--- src/rtl/tbt_pkg.sv ---
package tbt_pkg;
    localparam logic [7:0] KEY_ARM  = 8'hA5;
    localparam logic [7:0] KEY_FIRE = 8'h5A;
    localparam int         TAP_FW   = 8;   // width of one tap-position field

    typedef enum logic {
        UNL_IDLE  = 1'b0,
        UNL_ARMED = 1'b1
    } unl_state_e;

    typedef struct packed {
        unl_state_e st;
    } unl_regs_s;
endpackage

--- src/rtl/tbt_wr_decode.sv ---
module tbt_wr_decode #(
    parameter int                ADDR_W   = 16,
    parameter logic [ADDR_W-1:0] REG_ADDR = 16'h0483
) (
    input  logic              bus_wr,
    input  logic [ADDR_W-1:0] bus_addr,
    input  logic [7:0]        bus_wdata,
    output logic              key_wr,
    output logic [7:0]        key_byte
);
    always_comb begin
        key_wr   = bus_wr && (bus_addr == REG_ADDR);
        key_byte = bus_wdata;
    end
endmodule

--- src/rtl/tbt_unlock.sv ---
module tbt_unlock
    import tbt_pkg::*;
(
    input  logic       clk,
    input  logic       rst_n,
    input  logic       key_wr,
    input  logic [7:0] key_byte,
    output logic       armed_o,
    output logic       fire_o
);
    unl_regs_s r_d, r_q;

    always_comb begin
        r_d    = r_q;
        fire_o = 1'b0;
        unique case (r_q.st)
            UNL_IDLE: begin
                if (key_wr && key_byte == KEY_ARM)
                    r_d.st = UNL_ARMED;
            end
            UNL_ARMED: begin
                if (key_wr) begin
                    if (key_byte == KEY_FIRE) begin
                        fire_o = 1'b1;
                        r_d.st = UNL_IDLE;
                    end else if (key_byte != KEY_ARM) begin
                        r_d.st = UNL_IDLE;
                    end
                end
            end
            default: r_d.st = UNL_IDLE;
        endcase
    end

    always_ff @(posedge clk or negedge rst_n) begin
        if (!rst_n) r_q <= '{st: UNL_IDLE};
        else        r_q <= r_d;
    end

    assign armed_o = (r_q.st == UNL_ARMED);
endmodule

--- src/rtl/tbt_counter.sv ---
module tbt_counter #(
    parameter int CNT_W = 20
) (
    input  logic             clk,
    input  logic             rst_n,
    input  logic             clear_i,
    output logic [CNT_W-1:0] cnt_o,
    output logic             pulse_o
);
    typedef struct packed {
        logic [CNT_W-1:0] cnt;
        logic             pulse;
    } cnt_regs_s;

    cnt_regs_s c_d, c_q;

    always_comb begin
        c_d       = c_q;
        c_d.pulse = clear_i;
        if (clear_i) c_d.cnt = '0;
        else         c_d.cnt = c_q.cnt + 1'b1;
    end

    always_ff @(posedge clk or negedge rst_n) begin
        if (!rst_n) c_q <= '0;
        else        c_q <= c_d;
    end

    assign cnt_o   = c_q.cnt;
    assign pulse_o = c_q.pulse;
endmodule

--- src/rtl/tbt_taps.sv ---
module tbt_taps
    import tbt_pkg::*;
#(
    parameter int                    CNT_W   = 20,
    parameter int                    NTAP    = 3,
    parameter logic [NTAP*TAP_FW-1:0] TAP_POS = {8'd15, 8'd11, 8'd7}
) (
    input  logic             clk,
    input  logic             rst_n,
    input  logic             clear_i,
    input  logic [CNT_W-1:0] cnt_i,
    output logic [NTAP-1:0]  tap_o
);
    typedef struct packed {
        logic [NTAP-1:0] tap;
    } tap_regs_s;

    tap_regs_s t_d, t_q;
    logic [NTAP-1:0] roll;
    logic            unused_cnt;

    assign unused_cnt = ^cnt_i;

    for (genvar i = 0; i < NTAP; i++) begin : g_tap
        localparam int P = int'(TAP_POS[i*TAP_FW +: TAP_FW]);
        // low bits all ones: the next increment drops bit P to zero
        assign roll[i] = &cnt_i[P:0];
    end

    always_comb begin
        t_d     = t_q;
        t_d.tap = clear_i ? '0 : roll;
    end

    always_ff @(posedge clk or negedge rst_n) begin
        if (!rst_n) t_q <= '0;
        else        t_q <= t_d;
    end

    assign tap_o = t_q.tap;
endmodule

--- src/rtl/tbt_timebase.sv ---
module tbt_timebase
    import tbt_pkg::*;
#(
    parameter int                     CNT_W    = 20,
    parameter int                     ADDR_W   = 16,
    parameter logic [ADDR_W-1:0]      REG_ADDR = 16'h0483,
    parameter int                     NTAP     = 3,
    parameter logic [NTAP*TAP_FW-1:0] TAP_POS  = {8'd15, 8'd11, 8'd7}
) (
    input  logic              clk,
    input  logic              rst_n,
    input  logic              bus_wr,
    input  logic [ADDR_W-1:0] bus_addr,
    input  logic [7:0]        bus_wdata,
    output logic [7:0]        bus_rdata,
    output logic [CNT_W-1:0]  count_o,
    output logic [NTAP-1:0]   tap_o,
    output logic              clear_pulse_o
);
    logic       key_wr;
    logic [7:0] key_byte;
    logic       armed;
    logic       fire;

    assign bus_rdata = 8'h00;

    tbt_wr_decode #(.ADDR_W(ADDR_W), .REG_ADDR(REG_ADDR)) u_dec (
        .bus_wr    (bus_wr),
        .bus_addr  (bus_addr),
        .bus_wdata (bus_wdata),
        .key_wr    (key_wr),
        .key_byte  (key_byte)
    );

    tbt_unlock u_unl (
        .clk      (clk),
        .rst_n    (rst_n),
        .key_wr   (key_wr),
        .key_byte (key_byte),
        .armed_o  (armed),
        .fire_o   (fire)
    );

    tbt_counter #(.CNT_W(CNT_W)) u_cnt (
        .clk     (clk),
        .rst_n   (rst_n),
        .clear_i (fire),
        .cnt_o   (count_o),
        .pulse_o (clear_pulse_o)
    );

    tbt_taps #(.CNT_W(CNT_W), .NTAP(NTAP), .TAP_POS(TAP_POS)) u_taps (
        .clk     (clk),
        .rst_n   (rst_n),
        .clear_i (fire),
        .cnt_i   (count_o),
        .tap_o   (tap_o)
    );
endmodule

--- config.mk ---
export PLATFORM = sky130hd
export DESIGN_NAME = tbt_timebase
export DESIGN_NICKNAME = d
export VERILOG_FILES = /design/src/rtl/tbt_pkg.sv /design/src/rtl/tbt_wr_decode.sv /design/src/rtl/tbt_unlock.sv /design/src/rtl/tbt_counter.sv /design/src/rtl/tbt_taps.sv /design/src/rtl/tbt_timebase.sv
export SDC_FILE = /design/constraint.sdc
export NUM_CORES = 1
export LEC_CHECK = 0
export BUFFER_PORTS_ARGS = -buffer_cell sky130_fd_sc_hd__buf_2
export CAP_MARGIN = 25
export CORE_UTILIZATION = 50
export CTS_CLUSTER_SIZE = 10
export DETAILED_ROUTE_END_ITERATION = 8
export PLACE_DENSITY = 0.81
export SYNTH_ARGS = -nofsm -noshare
export SYNTH_HDL_FRONTEND = slang
export SYNTH_SLANG_ARGS = --single-unit
--- constraint.sdc ---
create_clock -name clk -period 3.6 [get_ports clk]
set_input_delay 0.36 -clock clk [delete_from_list [all_inputs] [get_ports clk]]
set_output_delay 0.36 -clock clk [all_outputs]
set_load 0.02 [all_outputs]
==> run metrics <==
worst setup path class=flip-flop to flip-flop; met2 Track Usage GR=roughly 38%; share of flip-flops with an asynchronous set or reset=100%; via count=about 1100; CTS tree=done; Placed Cells=207; core area=roughly 2500 µm²; RSZ-0062 raised after global routing=no; DIE WIDTH=53.3 µm; IR drop worst, VDD=0.199 mV; Final Slew Violations=0; P_int=~0.34 mW; FF+latch count, synth=25; Final GP Congestion=0.747; Ports=59; WL/cell=between 10 and 15 µm; drt pass-1 iters=4; first-pass GRT wire length=about 4.1 mm; part of the power in combinational logic=7.1%; most numerous cell in the Yosys netlist=dfrtp_1; Psw=0.0979 mW; most used routing layer=met2; Post-Synth Simple-Gate Area=between 30% and 40%; Post-synth EDFFs=0; element type at the critical path end=flip-flop; Synth area leader=dfrtp_1; fraction of power consumed by sequential logic=64.9%; Post-DRT Antenna Nets=0; vias in the first global route=about 1000; starting DRC count in detailed routing=14; largest family of logic cells by synthesized area=simple AND/OR/NAND/NOR gates; pin count of the biggest net entering global routing=26; status=finished clean; Total GRT Usage=between 10% and 20%; Slew @ Worst Pin=approximately 0.63 ns; P_leak=between 0.8 and 0.9 nW; hold buffers post-CTS=0; nets=210; library cells used by synthesis=32; Initial Utilization=between 50% and 60%; Tot Pwr=between 0.4 and 0.5 mW; Hold WC Path Type=input pin to async pin; Yosys warnings=0; cts bufs inserted=3; Most used DFF post-synth=dfrtp_1; CTS sink cnt=25; post-DP HPWL=slightly above 2 mm; Post-synth top cells=dfrtp_1, nor2_1, buf_4, nand3_1; Synth Area in Adders=0.950%; Die Span Y=around 53 µm; Syn Area/Cell=about 10 µm²; fillers=232; CTS H-tree depth=1; antenna cells=0; ratio of cells with drive above 1 in the final layout=between 30 and 40%; Longest Clk Path Bufs=2; clock-pin slew on the worst setup and hold paths=roughly 0.13 ns; Tmin final=between 1.5 and 2 ns; Sum Neg Setup Slack=0 ns; utilization after layout=between 60 and 70%; crit path DAT=approximately 2.2 ns; Worst R2R Path Depth=5; Via density=between 5 and 6; P per Cell Area=around 270 nW/µm²; Worst EP required=between 3 and 4 ns; Clock power frac=approximately 28%; sequential share of the synthesized area=between 40% and 50%; initial antenna violation count=0; Routed WL=roughly 2.6 mm; IO Port Bufs=50; met3 Use GR=about 2.6%; Slew HR=57.5%; compound-gate portion of the synthesized area=5.03%; met1 global-route usage=a little over a fifth; max frequency=slightly above 0.5 GHz; post-synth top area share=between 40 and 50%; Clk Latency, worst-skew pair=0.31 ns; placed cell area=1550 µm²; post-CTS setup buffer count=0; Net Sw Frac=22.6%; total die area=about 2800 µm²; Post-Syn Area=between 1000 and 1500 µm²; Final Instance Area=1580 µm²; Remaining Overflow, GRT=0; CP Launch Type=flip-flop; post-synthesis xor/xnor area fraction=roughly 8%; max-cap viol count=0; Final Setup Violations=0; area growth from synthesis to layout=19.6%; top post-synthesis cells by area=dfrtp_1, xor2_1, buf_4; CTS root buf=clkbuf_4; clk_skew=about 0.0017 ns; Tcrit/Tclk final=54.6%; cts repair resizes=0; critical path fanouts, max=9; drt drc=0; Hold Violations, Final=0; Cells after Synth=about 130; Rows=18; multiplexer share of the synthesized area=less than 1%; final cell count without fillers=211
==> power by group through the flow <==
stage	sequential, mW	clock, mW	combinational, mW
after floorplan	0.286	0	0.0180
after global placement	0.286	0	0.0303
after detailed placement	0.286	0	0.0314
after CTS	0.281	0.127	0.0314
after global routing	0.281	0.138	0.0350
final	0.281	0.121	0.0308
==> critical path: stages (launching register included) <==
cell	delay, ns
dfrtp_1	0.46
ha_1	0.21
and3_1	0.33
nand4_4	0.20
or4_4	0.55
a21oi_2	0.14
==> metrics by stage <==
stage / worst slack (ns) / hold slack [ns]
2_1_floorplan: 1.73 / 0.0644
3_3_place_gp: 1.39 / 0.366
3_5_place_dp: 1.62 / 0.373
4_1_cts: 1.63 / 0.0133
5_1_grt: 1.53 / 0.0250
6_report: 1.63 / 0.00192
==> metal layers <==
layer / share of wire (%) / wire length, µm
met1: 41 / 1060
met2: 52 / 1340
met3: 5.7 / 147
met4: 1.3 / 34
met5: 0 / 0
==> path summary, 6_finish.rpt <==
| path | end | slack [ns] | startpoint |
|---|---|---|---|
| worst max-delay path | u_cnt.cnt_o[18]$_DFF_PN0_ | 1.63 | u_cnt.cnt_o[0]$_DFF_PN0_ |
| worst min-delay path | u_cnt.cnt_o[13]$_DFF_PN0_ | 0.002 | rst_n |
| worst max register to register | u_cnt.cnt_o[18]$_DFF_PN0_ | 1.63 | u_cnt.cnt_o[0]$_DFF_PN0_ |
| worst min register to register | u_unl.armed_o$_DFF_PN0_ | 0.54 | u_unl.armed_o$_DFF_PN0_ |
| max in group asynchronous | u_cnt.cnt_o[9]$_DFF_PN0_ | 3.24 | rst_n |
| min in group clk | u_unl.armed_o$_DFF_PN0_ | 0.31 | bus_wdata[4] |
==> sequential cells by signal (all words and copies together) (netlist names) <==
name and flops:
u_cnt.cnt_o 20, u_taps.tap_o 3, u_cnt.pulse_o 1, u_unl.armed_o 1
==> cells in the final DEF (no fill, tap or decap), drive strengths merged <==
cell type  synthesis  layout
buf               12      51
dfrtp             25      25
nor2              18      18
nand3              9       9
nand2              8       8
xor2               8       8
conb               1       8
nand4              7       7
a21oi              6       6
o21ai              5       5
or3                5       5
nor3               4       4
xnor2              4       4
nor4bb             3       3
clkbuf             0       3
and4               3       3
nor4b              2       2
and3               2       2
and3b              1       1
nor4               1       1
o31ai              1       1
or4                1       1
and2               1       1
nor2b              1       1
inv                1       1
mux2i              1       1
ha                 1       1
clkinv             0       1
==> logic make-up after synthesis <==
family / after synthesis
flops: 25
compound gates: 12
other cells: 1
simple gates: 66
buf+inv: 13
mux: 1
fa+ha+maj: 1
xor+xnor: 12
==> final cells by class <==
type	count	area (µm²)	area share, %
clock buffer	3	22.5	1.43
timing repair buffer	51	262	16.6
clock inverter	1	5.00	0.318
sequential	25	626	39.7
multi-input combinational	100	619	39.3
inverter	1	3.75	0.238
tap	30	37.5	2.38
(Power assumes the default switching activity.)
